==> src/rtl/spi_wd_pkg.sv <==
// Package: shared types for the SPI frame timeout watchdog.
// Assumes: nothing beyond IEEE 1800-2017.
package spi_wd_pkg;

    // Frame state as seen by the watchdog.
    typedef enum logic {
        WD_IDLE = 1'b0,
        WD_RUN  = 1'b1
    } wd_state_e;

    // Control strobes from the frame controller to its counters.
    typedef struct packed {
        logic clr;      // clear both counters
        logic bit_inc;  // an SCLK edge is accepted this cycle
        logic tmr_en;   // advance the cycle timer
    } wd_ctl_t;

endpackage

==> src/rtl/wd_bit_counter.sv <==
// Module: counts the accepted SCLK edges of the current frame and flags the
// strobe that completes it. The count saturates at its maximum.
// Assumes: clr_i wins over inc_i; run_i is high only while a frame is open.
// A frame_bits_i of 0 is never matched, because the next count is never 0.
module wd_bit_counter #(
    parameter int BITS_W = 10
) (
    input  logic              clk_i,
    input  logic              rst_ni,
    input  logic              clr_i,
    input  logic              inc_i,
    input  logic              run_i,
    input  logic [BITS_W-1:0] frame_bits_i,
    output logic              last_o
);
    localparam logic [BITS_W-1:0] ONE = BITS_W'(1);

    logic [BITS_W-1:0] cnt_q;
    logic [BITS_W-1:0] cnt_nxt;

    // Purpose: work out the edge count after this strobe (1 at frame start).
    always_comb begin
        if (!run_i) begin
            cnt_nxt = ONE;
        end else if (cnt_q == '1) begin
            cnt_nxt = cnt_q;
        end else begin
            cnt_nxt = cnt_q + ONE;
        end
    end

    // Purpose: flag the strobe that reaches the configured frame length.
    assign last_o = inc_i && (cnt_nxt == frame_bits_i);

    // Purpose: hold the edge count of the current frame.
    always_ff @(posedge clk_i) begin
        if (!rst_ni) begin
            cnt_q <= '0;
        end else if (clr_i) begin
            cnt_q <= '0;
        end else if (inc_i) begin
            cnt_q <= cnt_nxt;
        end
    end
endmodule

==> src/rtl/wd_cycle_timer.sv <==
// Module: counts master clock cycles since the first edge of a frame and
// saturates at the limit of 2^TMO_LOG2.
// Assumes: en_i is high in the first-edge cycle and while the frame is open.
// The timer therefore reads k in the k-th cycle after the first edge.
module wd_cycle_timer #(
    parameter int TMO_LOG2 = 15
) (
    input  logic clk_i,
    input  logic rst_ni,
    input  logic clr_i,
    input  logic en_i,
    output logic expired_o
);
    localparam int CNT_W = TMO_LOG2 + 1;
    localparam logic [CNT_W-1:0] LIMIT = CNT_W'(1) << TMO_LOG2;

    logic [CNT_W-1:0] cnt_q;

    // Purpose: count frame cycles and stop at the limit instead of wrapping.
    always_ff @(posedge clk_i) begin
        if (!rst_ni) begin
            cnt_q <= '0;
        end else if (clr_i) begin
            cnt_q <= '0;
        end else if (en_i && (cnt_q != LIMIT)) begin
            cnt_q <= cnt_q + CNT_W'(1);
        end
    end

    // Purpose: report that the full window has elapsed.
    assign expired_o = (cnt_q == LIMIT);
endmodule

==> src/rtl/wd_frame_ctrl.sv <==
// Module: frame state machine. It opens a frame on the first accepted edge
// and closes it on the last edge, on a chip-select release, or on a timeout.
// Only a timeout issues the registered one-cycle reset pulse.
// Assumes: the edge strobe is one clk_i cycle per SCLK edge. A chip-select
// release wins over a timeout in the same cycle.
module wd_frame_ctrl
    import spi_wd_pkg::*;
(
    input  logic    clk_i,
    input  logic    rst_ni,
    input  logic    sclk_edge_i,
    input  logic    cs_n_i,
    input  logic    tmo_en_i,
    input  logic    last_i,
    input  logic    expired_i,
    output wd_ctl_t ctl_o,
    output logic    busy_o,
    output logic    rst_pulse_o
);
    wd_state_e state_q;
    wd_state_e state_d;
    logic      accept;
    logic      fire;

    // Purpose: an edge counts only while chip-select is asserted.
    assign accept = sclk_edge_i && !cs_n_i;

    // Purpose: choose the next state, the counter controls and the timeout.
    always_comb begin
        state_d       = state_q;
        fire          = 1'b0;
        ctl_o.clr     = 1'b0;
        ctl_o.bit_inc = accept;
        ctl_o.tmr_en  = 1'b0;
        unique case (state_q)
            WD_IDLE: begin
                if (accept && !last_i) begin
                    state_d      = WD_RUN;
                    ctl_o.tmr_en = 1'b1;
                end else begin
                    ctl_o.clr = 1'b1;
                end
            end
            WD_RUN: begin
                ctl_o.tmr_en = 1'b1;
                if (cs_n_i || last_i) begin
                    state_d   = WD_IDLE;
                    ctl_o.clr = 1'b1;
                end else if (tmo_en_i && expired_i) begin
                    state_d   = WD_IDLE;
                    ctl_o.clr = 1'b1;
                    fire      = 1'b1;
                end
            end
            default: begin
                state_d   = WD_IDLE;
                ctl_o.clr = 1'b1;
            end
        endcase
    end

    // Purpose: register the state and the one-cycle reset pulse.
    always_ff @(posedge clk_i) begin
        if (!rst_ni) begin
            state_q     <= WD_IDLE;
            rst_pulse_o <= 1'b0;
        end else begin
            state_q     <= state_d;
            rst_pulse_o <= fire;
        end
    end

    // Purpose: report an open frame.
    assign busy_o = (state_q == WD_RUN);
endmodule

==> src/rtl/spi_frame_watchdog.sv <==
// Module: top of the SPI frame timeout watchdog. It joins the frame
// controller, the edge counter and the cycle timer.
// Assumes: synchronous active-low reset, and an edge strobe already in the
// clk_i domain.
module spi_frame_watchdog
    import spi_wd_pkg::*;
#(
    parameter int TMO_LOG2 = 15,
    parameter int BITS_W   = 10
) (
    input  logic              clk_i,
    input  logic              rst_ni,
    input  logic              sclk_edge_i,
    input  logic              cs_n_i,
    input  logic              tmo_en_i,
    input  logic [BITS_W-1:0] frame_bits_i,
    output logic              frame_rst_o,
    output logic              frame_busy_o
);
    wd_ctl_t ctl;
    logic    last_edge;
    logic    expired;

    wd_frame_ctrl u_ctrl (
        .clk_i      (clk_i),
        .rst_ni     (rst_ni),
        .sclk_edge_i(sclk_edge_i),
        .cs_n_i     (cs_n_i),
        .tmo_en_i   (tmo_en_i),
        .last_i     (last_edge),
        .expired_i  (expired),
        .ctl_o      (ctl),
        .busy_o     (frame_busy_o),
        .rst_pulse_o(frame_rst_o)
    );

    wd_bit_counter #(.BITS_W(BITS_W)) u_bits (
        .clk_i       (clk_i),
        .rst_ni      (rst_ni),
        .clr_i       (ctl.clr),
        .inc_i       (ctl.bit_inc),
        .run_i       (frame_busy_o),
        .frame_bits_i(frame_bits_i),
        .last_o      (last_edge)
    );

    wd_cycle_timer #(.TMO_LOG2(TMO_LOG2)) u_timer (
        .clk_i    (clk_i),
        .rst_ni   (rst_ni),
        .clr_i    (ctl.clr),
        .en_i     (ctl.tmr_en),
        .expired_o(expired)
    );
endmodule

==> config.mk <==
export PLATFORM = sky130hd
export DESIGN_NAME = spi_frame_watchdog
export DESIGN_NICKNAME = d
export VERILOG_FILES = /design/src/rtl/spi_wd_pkg.sv /design/src/rtl/wd_bit_counter.sv /design/src/rtl/wd_cycle_timer.sv /design/src/rtl/wd_frame_ctrl.sv /design/src/rtl/spi_frame_watchdog.sv
export SDC_FILE = /design/constraint.sdc
export NUM_CORES = 1
export LEC_CHECK = 0
export CORE_MARGIN = 3
export CORE_UTILIZATION = 30
export DETAILED_ROUTE_END_ITERATION = 10
export PLACE_DENSITY = 0.58
export SLEW_MARGIN = 10
export SYNTH_ARGS = -nofsm -noshare
export SYNTH_HDL_FRONTEND = slang
export SYNTH_SLANG_ARGS = --single-unit
==> constraint.sdc <==
create_clock -name clk_i -period 6.7 [get_ports clk_i]
set_input_delay 2.01 -clock clk_i [delete_from_list [all_inputs] [get_ports clk_i]]
set_output_delay 2.01 -clock clk_i [all_outputs]
set_load 0.05 [all_outputs]
# Word-level counts from Yosys, hierarchy flattened
# Index checks and enable logic that the tools add are counted.
totals:
  word_cells: 33
  reg_bits: 28
  out_inout_bits: 2
  input_bits: 15
classes:
  n_bitwise: 2
  mux: 11
  add_sub_neg: 2
  eq_ne: 4
  reduce_logical: 10
ops:
  columns: ["cell", "count"]
  rows:
  - ["$mux 10", 2]
  - ["$add 16x1->16 const B", 1]
  - ["$eq 16x16->1 const B", 1]
  - ["$ne 16x16->1 const B", 1]
  - ["$add 10x1->10 const B", 1]
  - ["$eq 10x10->1", 1]
  - ["$eq 10x10->1 const B", 1]
  - ["$mux 1", 6]
  - ["$pmux 1 s2", 3]
  - ["$logic_and 1x1->1", 5]
  - ["$reduce_or 3->1", 1]
  - ["$logic_not 1->1", 2]
  - ["$not 1->1", 2]
  - ["$reduce_or 2->1", 1]
  - ["$logic_or 1x1->1", 1]

# Logic depth before layout (Yosys ltp)
# Gate-level depths: netlist (run 1).
logic_depth:
  word_depth: 10
  mapped_depth: 12
  mapped_depth_nobuf: 9

# By module
# A second synthesis (run 1) with hierarchy kept.
unflattened:
  hier_cells: 233
  hier_area_um2: 1958.1
by_module_without_submodules:
  columns: ["mod", "area_per_inst_um2", "instances", "cells_each"]
  rows:
  - ["wd_bit_counter", 1034.7, 1, 129]
  - ["wd_cycle_timer", 813.3, 1, 93]
  - ["wd_frame_ctrl", 110.1, 1, 11]

# Worst setup path before layout (run 1)
# Ideal clock, no wire load.
synth_path:
  path_type: "input -> register"
  start: "input port frame_bits_i[3]"
  end: "register u_timer.cnt_q[12]"
  t_required_ns: 6.614
  slack_ns: 2.838
  stages: 8
  arrival_ns: 3.775
  cell_sequence: "or3b_2 > a21oi_1 > o21ai_0 > nor4bb_1 > and4_1 > buf_6 > or4_1 > a211oi_1"
synth_via:
  elab_chain_len: 7
synth_lines:
  columns: ["element", "line_no", "text"]
  rows:
  - ["start, declared", "spi_frame_watchdog.sv:16", "input logic [BITS_W-1:0] frame_bits_i,"]
  - ["$eq 10x10->1 (*)", "wd_bit_counter.sv:33", "assign last_o = inc_i && (cnt_nxt == frame_bits_i);"]
  - ["$logic_and 1x1->1 (*)", "wd_bit_counter.sv:33", null]
  - ["$logic_not 1->1", "wd_frame_ctrl.sv:37", "if (accept && !last_i) begin"]
  - ["$logic_and 1x1->1", "wd_frame_ctrl.sv:37", null]
  - ["$mux 1", "wd_frame_ctrl.sv:37", null]
  - ["$pmux 1 s2", "wd_frame_ctrl.sv:35", "unique case (state_q)"]
  - ["$reduce_or 2->1 (no line) / $logic_and 1x1->1 (equally long branches)", null, null]
  - ["end signal, assigned", "wd_cycle_timer.sv:26", "cnt_q <= cnt_q + CNT_W'(1);"]
  - ["end, declared", "wd_cycle_timer.sv:17", "logic [CNT_W-1:0] cnt_q;"]
# Every way passes the cells marked *; elsewhere a longest branch is shown, timed or not.
# A chain may end at the register's enable or synchronous reset.

# Final worst setup path (run 1)
layout_path:
  start: "input port frame_bits_i[3]"
  end: "register u_bits.cnt_q[7]"
layout_via:
  elab_chain_len: 7
layout_lines:
  columns: ["element", "line_no", "text"]
  rows:
  - ["$eq 10x10->1 (*)", "wd_bit_counter.sv:33", null]
  - ["$logic_and 1x1->1 (*)", "wd_bit_counter.sv:33", null]
  - ["$logic_not 1->1", "wd_frame_ctrl.sv:37", null]
  - ["$logic_and 1x1->1", "wd_frame_ctrl.sv:37", null]
  - ["$mux 1", "wd_frame_ctrl.sv:37", null]
  - ["$pmux 1 s2 (*)", "wd_frame_ctrl.sv:35", null]
  - ["$reduce_or 2->1 (no line) (*)", null, null]
  - ["end signal, assigned", "wd_bit_counter.sv:42", "cnt_q <= cnt_nxt;"]
  - ["end, declared", "wd_bit_counter.sv:18", "logic [BITS_W-1:0] cnt_q;"]
# Marked as above.

==> results of run 1 <==
## path summary, 6_finish.rpt
| kind | from | slack [ns] | cells after the start | to |
|---|---|---|---|---|
| max reg2reg | u_bits.cnt_q[0]$_SDFFE_PP0P_ | 3.12 | 7 | u_bits.cnt_q[7]$_SDFFE_PP0P_ |
| min reg2reg | u_timer.cnt_q[10]$_SDFFE_PP0P_ | 0.52 | 2 | u_timer.cnt_q[10]$_SDFFE_PP0P_ |
| min | u_timer.cnt_q[10]$_SDFFE_PP0P_ | 0.52 | 2 | u_timer.cnt_q[10]$_SDFFE_PP0P_ |
| max | frame_bits_i[3] | 2.05 | 8 | u_bits.cnt_q[7]$_SDFFE_PP0P_ |
## metrics by stage
stage | setup WS, ns | hold WS, ns
after global placement | 1.724 | 0.4905
after global routing | 1.679 | 0.5519
after CTS | 2.019 | 0.5128
after floorplan | 2.838 | 0.4715
after detailed placement | 1.713 | 0.4985
final | 2.047 | 0.5178
## cells by family (layout without fill, tap and decap cells)
family / count (synthesis) / count (layout) / share of synthesized area (%)
simple gates: 144 / 144 / 36.59
compound gates: 81 / 81 / 24.48
mux: 7 / 7 / 3.179
xor+xnor: 3 / 3 / 1.171
flops: 28 / 28 / 24.99
buf+inv: 30 / 31 / 7.920
fa+ha+maj: 3 / 3 / 1.673
## per-layer routing
metal / up-vias / part of all wire (%) / global-route usage, %
li1: 1141 / - / -
met1: 1052 / 50 / 21.18
met2: 52 / 43 / 20.73
met3: 6 / 5.9 / 2.762
met4: 0 / 1.4 / 2.970
met5: - / 0 / 0
## layout make-up
| type | count | area share [%] |
|---|---|---|
| clock buffers | 3 | 1.672 |
| clock inverters | 1 | 1.216 |
| inverters | 9 | 1.368 |
| multi-input cells | 238 | 61.09 |
| flip-flops and latches | 28 | 22.70 |
| well taps | 96 | 4.863 |
| repair buffers | 18 | 7.092 |
## sequential cells by signal, indices dropped and copies added (netlist names)
register            count
u_timer.cnt_q          16
u_bits.cnt_q           10
u_ctrl.rst_pulse_o      1
u_ctrl.busy_o           1
## report_power, final
part	switching [mW]	internal, mW	total (mW)
Sequential	0.000639	0.167	0.168
Clock	0.0576	0.0801	0.138
Combinational	0.0257	0.0169	0.0426
Total	0.0840	0.264	0.348
## synth_stat cells, types with 8 or more instances
cell type / number
nor2_1: 14
buf_6: 8
nor3_1: 16
a211oi_1: 14
a21oi_1: 13
dfxtp_1: 28
inv_1: 9
and3_1: 10
o21ai_0: 21
nand4_1: 11
clkbuf_1: 9
or3_1: 11
nand2_1: 23
nand3_1: 19
## worst min-delay path: stages, from the launching register on
cell and delay [ns]:
dfxtp_1 0.34, o21ai_0 0.07, a211oi_1 0.06
==> results list, run 1 <==
- The total area inside the core boundary comes to 7019 um^2.
- Highest ir drop seen on vdd: 0.0001033 V
- The synthesized design contains 28 register bits.
- Net count of the mapped netlist: 314
- Antenna violations before repair: 0
- The final count of pins violating max slew came to 0.
* Unique cell type count in the Yosys netlist: 51
* Inserted Diodes: 0
* Combined area of the multi-input logic cells: 1509 um^2
- Routed Wire Length: 5.914 mm
* Number of buffers inserted to repair setup after CTS: 0
- In the finished design, the share of the clock period the worst path needs comes to 69.45%.
- Number of non-filler instances in the completed layout: 393
* HPWL after detailed placement: 4.211 mm
- Remaining Overflow, GRT: 0
* Number of nets in the finished design: 316
- Top_reg_cell synth: dfxtp_1
* Number of antenna-violating nets in the routed design: 0
- Counting flops with a built-in enable in the synthesized netlist gives 0.
- Required time reported for the critical path endpoint: 6.83 ns
- Walking the worst path, the cells encountered are clkdlybuf4s50_1 > or3b_2 > a21oi_1 > o21ai_0 > nor4bb_1 > nand3_2 > o31ai_4 > nor4_1.
- A synthesized cell averages 7.579 um^2.
* Clock Pin Slew Worst Setup and Hold Paths: 0.10 ns
* Vias per cell: 5.728
- Buffer and inverter count on the worst path: 1
- Buffers inserted to repair hold after CTS numbered 0.
* Number of sinks handled by clock tree synthesis: 28
- The first routing iteration left 177 violations.
- Pwr Density: 140.9 nW/um^2
* Post-synthesis cell count: 296
- Number of input and output port buffers inserted: 16
- Final Setup Violations: 0
* Wire length of the first global-routing pass: 10.13 mm
- Cell class contributing the biggest share of worst-path delay: compound AO/OA/AOI/OAI gates
* Storage cell area: 560.5 um^2
- The initial utilization of the core area, before any placement, comes to 31.96%.
- In the synthesized netlist the async set-or-reset flop fraction comes to 0%.
- Most common cell after layout, fill and taps aside: dfxtp_1
- Placed inst area: 2399 um^2
* Routed length per placed instance: 15.05 um
* Vertical die dimension: 92.48 um
* Io pins: 17
* Clock Skews: 0.004918 ns
- Number of gates given a new drive strength after cts: 0
- CTS built an H-tree with a depth of 1.
- Area growth from synthesis to final layout: 10.09%
- During synthesis, Yosys emitted a total of 0 warnings.
* Share of layout cells above drive strength 1: 5.051%
* Routability congestion estimate: 0.8712
- Most used cells in the layout excluding fill and tap cells: dfxtp_1 (28), nand2_1 (23), o21ai_0 (21), nand3_1 (19)
- Unrepaired setup endpoints after global routing: no
- For the pin with the worst max-slew slack, the measured transition is 1.143 ns.
- Fillcell total: 765
* Endpoints failing hold: 0
- The via count of the first global-routing pass is 2048.
* Library cell contributing the largest single delay on the critical path: o31ai_4
- TritonCTS built the clock tree.
* Final critical path time including I/O delays and setup: 4.653 ns
- Buffers inserted during clock tree synthesis total 3.
- In this run the static leakage power is 0.7086 nW.
- Via total after detailed routing: 2251
- Fraction of the yosys area taken by sequential cells: 24.99%
* Clock buffer depth: 2
* Die area: 8552 um^2
* Worst endpoint data arrival time: 4.78 ns
- The synthesized design spends more area on one cell type than any other, namely dfxtp_1.
* Number of iterations in the first detailed-routing pass: 4
- For the final routed database, the setup TNS stands at 0 ns.
- The tightest min-delay check is of the reg -> reg type.
- The worst pin sits at a relative slew slack of 23.78%.
- GRT Total Usage: 14.13%
* Site row count: 30
- The run finished with clean final reports.
- Top cells by area in the synthesized netlist: dfxtp_1 (25%), a211oi_1 (4.7%), o21ai_0 (4.7%)
* CTS Root Buffer Type: clkbuf_8
- Based on the critical path, the design can be clocked at up to 214.9 MHz.
- In the routed design, unresolved DRC markers number 0.
- The share of synthesized area in the top cell type comes to 24.99%.
- Number of max-capacitance violations reported: 0
- Critical path's largest stage delay: 0.94 ns
* Insertion delay to the later sink of the worst-skew pair: 0.28 ns
- Post-layout utilization of the core: 35.19%
- Cell area after technology mapping: 2243 um^2
- Overall power consumption after layout is estimated at 0.3479 mW.
* Placed cell count: 389
- Crit. End Element: register
- Fin area: 2470 um^2
- Highest net fanout along the worst path: 26
* Setup Crit Path Kind: in -> reg
- Kind of start point of the critical path: input pin
- Pin count of the biggest net entering global routing: 29
* Die Width: 92.48 um
No activity file was read; power rests on OpenSTA's default activity.
==> inputs of run 2 (changes only) <==
- PLACE_DENSITY: 0.58 -> 0.59
- clock period: 6.7 -> 3.9 ns (I/O delays scaled with it)
==> results list, run 2 (same netlist as run 1, synthesis figures left out) <==
- Number of sinks handled by clock tree synthesis: 28 (unchanged)
- The vertical die dimension was 92.48 um (unchanged).
- Insertion delay to the later sink of the worst-skew pair: 0.27 ns (was 0.28 ns)
- The post-detailed-route wirelength per cell came to 14.93 um (was 15.05 um).
- Highest net fanout along the worst path: 22 (was 26)
* Most common cell after layout, fill and taps aside: dfxtp_1 (unchanged)
- The sum of routed wire segments on met1 is 3.000 mm (was 2.964 mm).
- The total number of vias is 2297 (was 2251).
* Part of the total power dissipated in combinational logic: 13.3% (was 12.2%)
- The maximum number of buffers from clock root to sink was 2 (unchanged).
- The proportion of layout cells with a drive suffix above 1 was 6.931% (was 5.051%).
* Die area: 8552 um^2 (unchanged)
- The overall routing resource usage came to 14.17% (was 14.13%).
* Reg2reg end: u_timer.cnt_q[2]$_SDFFE_PP0P_ (was u_bits.cnt_q[7]$_SDFFE_PP0P_)
- Fmax: 289.7 MHz
- Required time reported for the critical path endpoint: 4.03 ns (was 6.83 ns)
- The number of nets with antenna violations after routing came to 0 (unchanged).
* Count of cells along the worst hold path: 2 (unchanged)
* Share of the cycle needed by the critical path after routing: 88.50%
- Final critical path time including I/O delays and setup: 3.452 ns
- Area growth from synthesis to final layout: 13.22% (was 10.09%)
* Net Switching: 0.1405 mW (was 0.08397 mW)
- Unrepaired setup endpoints after global routing: no (unchanged).
* Number of H-tree branching levels: 1 (unchanged)
- Kind of start point of the critical path: input pin (unchanged)
- Crit. End Element: register (unchanged)
- The final number of setup-violating endpoints came to 0 (unchanged).
* Hold-fix buffers at CTS: 0 (unchanged)
- The clock tree from TritonCTS was yes (unchanged).
- The leftover overflow at the end of global routing was 0 (unchanged).
- Inserted Clock Buffers: 3 (unchanged)
- The number of antenna violations at the first check in global routing was 0 (unchanged).
- The number of maximum-capacitance violations was 0 (unchanged).
- Worst slew margin relative to its limit: 59.23% (was 23.78%)
* Pin count of the biggest net entering global routing: 29 (unchanged)
* Final Max Tran Viols: 0 (unchanged)
- The sum of net half-perimeters after detailed placement is 4.345 mm (was 4.211 mm).
- The category of the critical setup timing path was in -> reg (unchanged).
- Endpoints failing hold: 0 (unchanged)
- The clock tree skew after final layout is 0.008038 ns (was 0.004918 ns).
* Wire length of the first global-routing pass: 10.25 mm (was 10.13 mm)
- The cell depth of the worst flop-to-flop path came to 9 (was 7).
- Routed length on met3: 276 um (was 346 um)
- The worst setup slack for register-to-register paths is 0.66 ns (was 3.12 ns).
* Met2 wirelength from detailed routing: 2.650 mm (was 2.520 mm)
- The worst stage delay on the critical path is 0.56 ns (was 0.94 ns).
- Number of input and output port buffers inserted: 16 (unchanged)
- The number of nets in the finished design is 322 (was 316).
* Vias in the first global route: 2078 (was 2048)
* Internal: 0.4582 mW (was 0.2639 mW)
- The final routed wirelength across all metal layers is 5.958 mm (was 5.914 mm).
* Pwr Density: 235.7 nW/um^2 (was 140.9 nW/um^2)
- Series of cell instances along the critical path: clkdlybuf4s50_1 > or3b_2 > a21oi_1 > o21ai_0 > nor4bb_1 > nand3_2 > o31ai_4 > buf_12 > a211oi_1 (was clkdlybuf4s50_1 > or3b_2 > a21oi_1 > o21ai_0 > nor4bb_1 > nand3_2 > o31ai_4 > nor4_1).
* Highest ir drop seen on vdd: 0.0001403 V (was 0.0001033 V)
- The number of placement rows came to 30 (unchanged).
- The last weighted congestion value of the routability-driven placer is 0.8928 (was 0.8712).
- The launch instance of the worst register-to-register path is u_bits.cnt_q[0]$_SDFFE_PP0P_ (unchanged).
- The post-cts resize count was 0 (unchanged).
- The final core utilization was 36.19% (was 35.19%).
- Proportion of power drawn by flip-flops and latches: 48.1% (was 48.2%)
* Most used cells in the layout excluding fill and tap cells: dfxtp_1 (28), nand2_1 (23), o21ai_0 (21), nand3_1 (19) (unchanged)
* Initial core utilization: 31.96% (unchanged)
* Hold wc startpoint: u_timer.cnt_q[13]$_SDFFE_PP0P_ (was u_timer.cnt_q[10]$_SDFFE_PP0P_)
- The register with the most flip-flops is u_timer.cnt_q (unchanged).
* Leakage: 0.7470 nW (was 0.7086 nW)
* Worst endpoint data arrival time: 3.59 ns (was 4.78 ns)
- Fraction of power spent switching nets: 23.47% (was 24.14%)
- The number of ports placed on the die boundary came to 17 (unchanged).
* Inserted Diodes: 0 (unchanged)
* Biggest registers after layout: u_timer.cnt_q x16, u_bits.cnt_q x10 (unchanged)
* Slew of the pin with the lowest slew margin: 0.6115 ns (was 1.143 ns)
- The cell at the slowest stage of the critical path is clkdlybuf4s50_1 (was o31ai_4).
* Number of buffers inserted to repair setup after CTS: 0 (unchanged)
- The endpoint with the worst hold slack was u_timer.cnt_q[13]$_SDFFE_PP0P_ (was u_timer.cnt_q[10]$_SDFFE_PP0P_).
* DR DRC count: 0 (unchanged)
* Clock group share of total power: 38.6% (was 39.6%)
- The area of all sequential standard cells is 560.5 um^2 (unchanged).
- Combined area of the multi-input logic cells: 1509 um^2 (unchanged)
* Number of iterations in the first detailed-routing pass: 5 (was 4)
- The clock slew seen by the registers of the worst setup and hold paths was 0.10 ns (about the same).
- The number of design-rule violations left by the first detailed-router iteration came to 224 (was 177).
- The flip-flop count of the largest register, all copies and words added came to 16 (unchanged).
- Worst min-delay path class: reg -> reg (unchanged)
- CTS Root Buffer Type: clkbuf_8 (unchanged)
- Highest metal layer with signal wires: met4 (unchanged)
- Setup TNS: 0 ns (unchanged)
- The via density per instance came to 5.757 (was 5.728).
- The count of filler cells inserted in the layout came to 718 (was 765).
- Die Width: 92.48 um (unchanged)
- Outcome: completed (unchanged)
* Area of the placeable core: 7019 um^2 (unchanged)
-- run 2: cell types whose count changed in the layout (fill, tap and decap cells not counted), sizes merged --
cell  delta
buf      +6
-- run 2: layout make-up --
| class | instances | share of cell area (%) |
|---|---|---|
| inverters | 9 | 1.330 |
| clock inverters | 1 | 1.182 |
| well taps | 96 | 4.729 |
| repair buffers | 24 | 9.655 |
| flip-flops and latches | 28 | 22.07 |
| clock buffers | 3 | 1.626 |
| multi-input cells | 238 | 59.41 |
-- run 2: worst max-delay path by stage --
stage	depth (start not counted)	slack [ns]	start	to
4_1_cts	9	0.43	frame_bits_i[3]	u_timer.cnt_q[2]$_SDFFE_PP0P_
6_report	9	0.45	frame_bits_i[3]	u_timer.cnt_q[2]$_SDFFE_PP0P_
3_5_place_dp	9	0.14	frame_bits_i[3]	u_timer.cnt_q[12]$_SDFFE_PP0P_
2_1_floorplan	8	0.88	frame_bits_i[3]	u_timer.cnt_q[12]$_SDFFE_PP0P_
3_3_place_gp	9	0.19	frame_bits_i[3]	u_timer.cnt_q[4]$_SDFFE_PP0P_
5_1_grt	9	0.22	frame_bits_i[3]	u_timer.cnt_q[11]$_SDFFE_PP0P_
-- run 2: power by group through the flow --
stage / clock network, mW / logic [mW] / registers (mW)
global placement: 0 / 0.0792 / 0.295
global route: 0.246 / 0.0880 / 0.288
floorplan: 0 / 0.0408 / 0.296
detailed placement: 0 / 0.0790 / 0.295
CTS: 0.237 / 0.0796 / 0.288
finish: 0.231 / 0.0796 / 0.288
-- run 2: layer usage --
layer | GRT usage, % | vias up
met5 | 0 | -
met4 | 2.104 | 0
met3 | 1.381 | 2
met2 | 22.72 | 71
met1 | 20.84 | 1069
li1 | - | 1155
-- run 2: worst max-delay path, delay by kind of cell --
kind,cells,cell delay [ns]
compound gates,4,0.66
buf+inv,2,0.77
simple gates,3,0.96
-- run 2: metrics by stage --
stage / hold WS (ns) / cell area [um^2] / instances / setup WS, ns / power (mW)
floorplan: 0.4715 / 2243 / 296 / 0.8785 / 0.3372
CTS: 0.5123 / 2540 / 399 / 0.4283 / 0.6045
global route: 0.5332 / 2540 / 399 / 0.2189 / 0.6226
global placement: 0.4922 / 2469 / 395 / 0.1941 / 0.3739
finish: 0.5204 / 2540 / 399 / 0.4485 / 0.5987
detailed placement: 0.4983 / 2469 / 395 / 0.1365 / 0.3737
==> inputs of run 3 (changes only) <==
- PLACE_DENSITY: 0.59 -> 0.58
- clock period: 3.9 -> 4.3 ns (I/O delays scaled with it)
==> results list, run 3 (same netlist as run 1, synthesis figures left out) <==
* Most used routing layer: met2 (unchanged)
- Clock Skews: 0.004652 ns (was 0.008038 ns)
- The count of inserted antenna diode cells came to 0 (unchanged).
- Fmax: 263.0 MHz
- HPWL after detailed placement: 4.244 mm (was 4.345 mm)
- Net Switching: 0.1273 mW (was 0.1405 mW)
- The largest net degree at the start of global routing was 29 (unchanged).
- Kind of start point of the critical path: input pin (unchanged)
* Final critical path time including I/O delays and setup: 3.802 ns
* Slew of the pin with the lowest slew margin: 1.155 ns (was 0.6115 ns)
- DR DRC count: 0 (unchanged)
* Number of nets in the finished design: 319 (was 322)
- Vias per cell: 5.765 (was 5.757)
* Placed inst area: 2421 um^2 (was 2469 um^2)
- The worst-case vdd ir drop is 0.0001220 V (was 0.0001403 V).
- Clock buffer depth: 2 (unchanged)
* Via total after detailed routing: 2283 (was 2297)
- The source-to-sink clock delay at the later pin of the worst-skew pair is 0.27 ns (about the same).
- The leakage power of the design came to 0.7157 nW (was 0.7470 nW).
- The leftover overflow at the end of global routing was 0 (unchanged).
* Internal: 0.3701 mW (was 0.4582 mW)
- Part of the total power dissipated in combinational logic: 13.8% (was 13.3%)
* Number of iterations in the first detailed-routing pass: 5 (unchanged)
- Number of buffers inserted to repair setup after CTS: 0 (unchanged)
- The vertical die dimension was 92.48 um (unchanged).
- The summed area of non-filler cells in the final layout came to 2476 um^2 (was 2540 um^2).
* Number of max-capacitance violations reported: 0 (unchanged)
- Io pins: 17 (unchanged)
- Highest net fanout along the worst path: 28 (was 22)
- Vias in the first global route: 2014 (was 2078)
* Routability congestion estimate: 0.8829 (was 0.8928)
- Setup Crit Path Kind: in -> reg (unchanged)
- The number of buffers inserted during clock tree synthesis came to 3 (unchanged).
* Setup TNS: 0 ns (unchanged)
* GR Layer Usage met3: 1.787% (was 1.381%)
* Hold-fix buffers at CTS: 0 (unchanged)
* Initial core utilization: 31.96% (unchanged)
* Pre-CTS WS: 0.1982 ns (was 0.1365 ns)
* Clock tree from TritonCTS: yes (unchanged)
- The area growth from synthesis to layout is 10.37% (was 13.22%).
* Final Setup Violations: 0 (unchanged)
- Most used cells in the layout excluding fill and tap cells: dfxtp_1 (28), nand2_1 (23), o21ai_0 (21), nand3_1 (19) (unchanged)
* Fillcell total: 766 (was 718)
- The worst-case setup margin in the final layout is 0.4979 ns (was 0.4485 ns).
- Met1 demand-to-capacity share in global routing: 21.10% (was 20.84%)
- Pwr Density: 200.9 nW/um^2 (was 235.7 nW/um^2)
- The worst path arrival time is 3.99 ns (was 3.59 ns).
- Clock group share of total power: 33.7% (was 38.6%)
* Largest reg by FF count: u_timer.cnt_q (unchanged)
* Flip-flop count of the largest register after layout: 16 (unchanged)
- The number of design-rule violations left by the first detailed-router iteration was 276 (was 224).
- Outcome: completed (unchanged).
- Number of H-tree branching levels: 1 (unchanged)
- The clock slew seen by the registers of the worst setup and hold paths was 0.10 ns (about the same).
- Number of input and output port buffers inserted: 16 (unchanged)
* Routed Wire Length: 5.918 mm (was 5.958 mm)
- Die area: 8552 um^2 (unchanged)
- The kind of end point of the critical path was a register (unchanged).
- CTS Root Buffer Type: clkbuf_8 (unchanged)
- The post-detailed-route wirelength per cell is 14.94 um (was 14.93 um).
* Share of layout cells above drive strength 1: 6.000% (was 6.931%)
- The switching portion of total power was 25.59% (was 23.47%).
- Antenna violations before repair: 0 (unchanged)
* Wire length of the first global-routing pass: 10.13 mm (was 10.25 mm)
- Endpoints failing hold: 0 (unchanged)
* Total power draw: 0.4974 mW (was 0.5987 mW)
* Number of sinks handled by clock tree synthesis: 28 (unchanged)
* Final Max Tran Viols: 0 (unchanged)
* Area of the placeable core: 7019 um^2 (unchanged)
* Worst min-delay path class: reg -> reg (unchanged)
- The post-cts resize count was 0 (unchanged).
- Most common cell after layout, fill and taps aside: dfxtp_1 (unchanged)
- Proportion of power drawn by flip-flops and latches: 52.5% (was 48.1%)
- Post-layout utilization of the core: 35.28% (was 36.19%)
- The worst slew margin relative to its limit came to 22.99% (was 59.23%).
- The met2 usage came to 21.69% (was 22.72%).
* Unrepaired setup endpoints after global routing: no (unchanged)
- In the finished design, the share of the clock period the worst path needs comes to 88.42%.
- Site row count: 30 (unchanged)
- The number of nets with antenna violations after routing is 0 (unchanged).
- Biggest registers after layout: u_timer.cnt_q x16, u_bits.cnt_q x10 (unchanged)
- The required time of the critical path came to 4.49 ns (was 4.03 ns).
* Die Width: 92.48 um (unchanged)
- GRT Total Usage: 14.07% (was 14.17%)
-- run 3: worst max-delay path: stages --
cell,delay (ns)
clkdlybuf4s50_1,0.55
or3b_2,0.14
a21oi_1,0.06
o21ai_0,0.12
nor4bb_1,0.58
and4_1,0.81
o21ai_0,0.20
a211oi_1,0.23
-- run 3: area by class of cell --
class                      instances  area [um^2]  share of cell area, %
clock buffer                       4        55.05                  2.223
inverter                           9        33.78                  1.364
multi-input combinational        238         1509                  60.94
sequential                        28        560.5                  22.64
tap                               96        120.1                  4.851
timing repair buffer              21        197.7                  7.984
-- run 3: metrics by stage --
| step | instances | hold WS [ns] |
|---|---|---|
| floorplan | 296 | 0.4715 |
| global placement | 392 | 0.4907 |
| detailed placement | 392 | 0.4984 |
| CTS | 396 | 0.5128 |
| global route | 396 | 0.5589 |
| finish | 396 | 0.5101 |
-- run 3: path summary, 6_finish.rpt --
| kind | startpoint | to | slack, ns | depth (start not counted) |
|---|---|---|---|---|
| max reg2reg | u_bits.cnt_q[0]$_SDFFE_PP0P_ | u_timer.cnt_q[6]$_SDFFE_PP0P_ | 0.79 | 8 |
| min | u_timer.cnt_q[13]$_SDFFE_PP0P_ | u_timer.cnt_q[13]$_SDFFE_PP0P_ | 0.51 | 2 |
| max | frame_bits_i[3] | u_timer.cnt_q[6]$_SDFFE_PP0P_ | 0.50 | 8 |
| min reg2reg | u_timer.cnt_q[13]$_SDFFE_PP0P_ | u_timer.cnt_q[13]$_SDFFE_PP0P_ | 0.51 | 2 |
-- run 3: power by group through the flow --
stage / Sequential (mW) / Clock, mW / Combinational (mW)
after CTS: 0.261 / 0.172 / 0.0689
after global routing: 0.262 / 0.181 / 0.0766
after detailed placement: 0.267 / 0 / 0.0686
final: 0.261 / 0.168 / 0.0687
after floorplan: 0.269 / 0 / 0.0370
after global placement: 0.267 / 0 / 0.0683
-- run 3: per-layer routing --
metal  routed length [um]  vias up
met1                 2935     1081
met3                  268        2
met4                   10        0
met2                 2703       55
li1                     -     1145
met5                    0        -
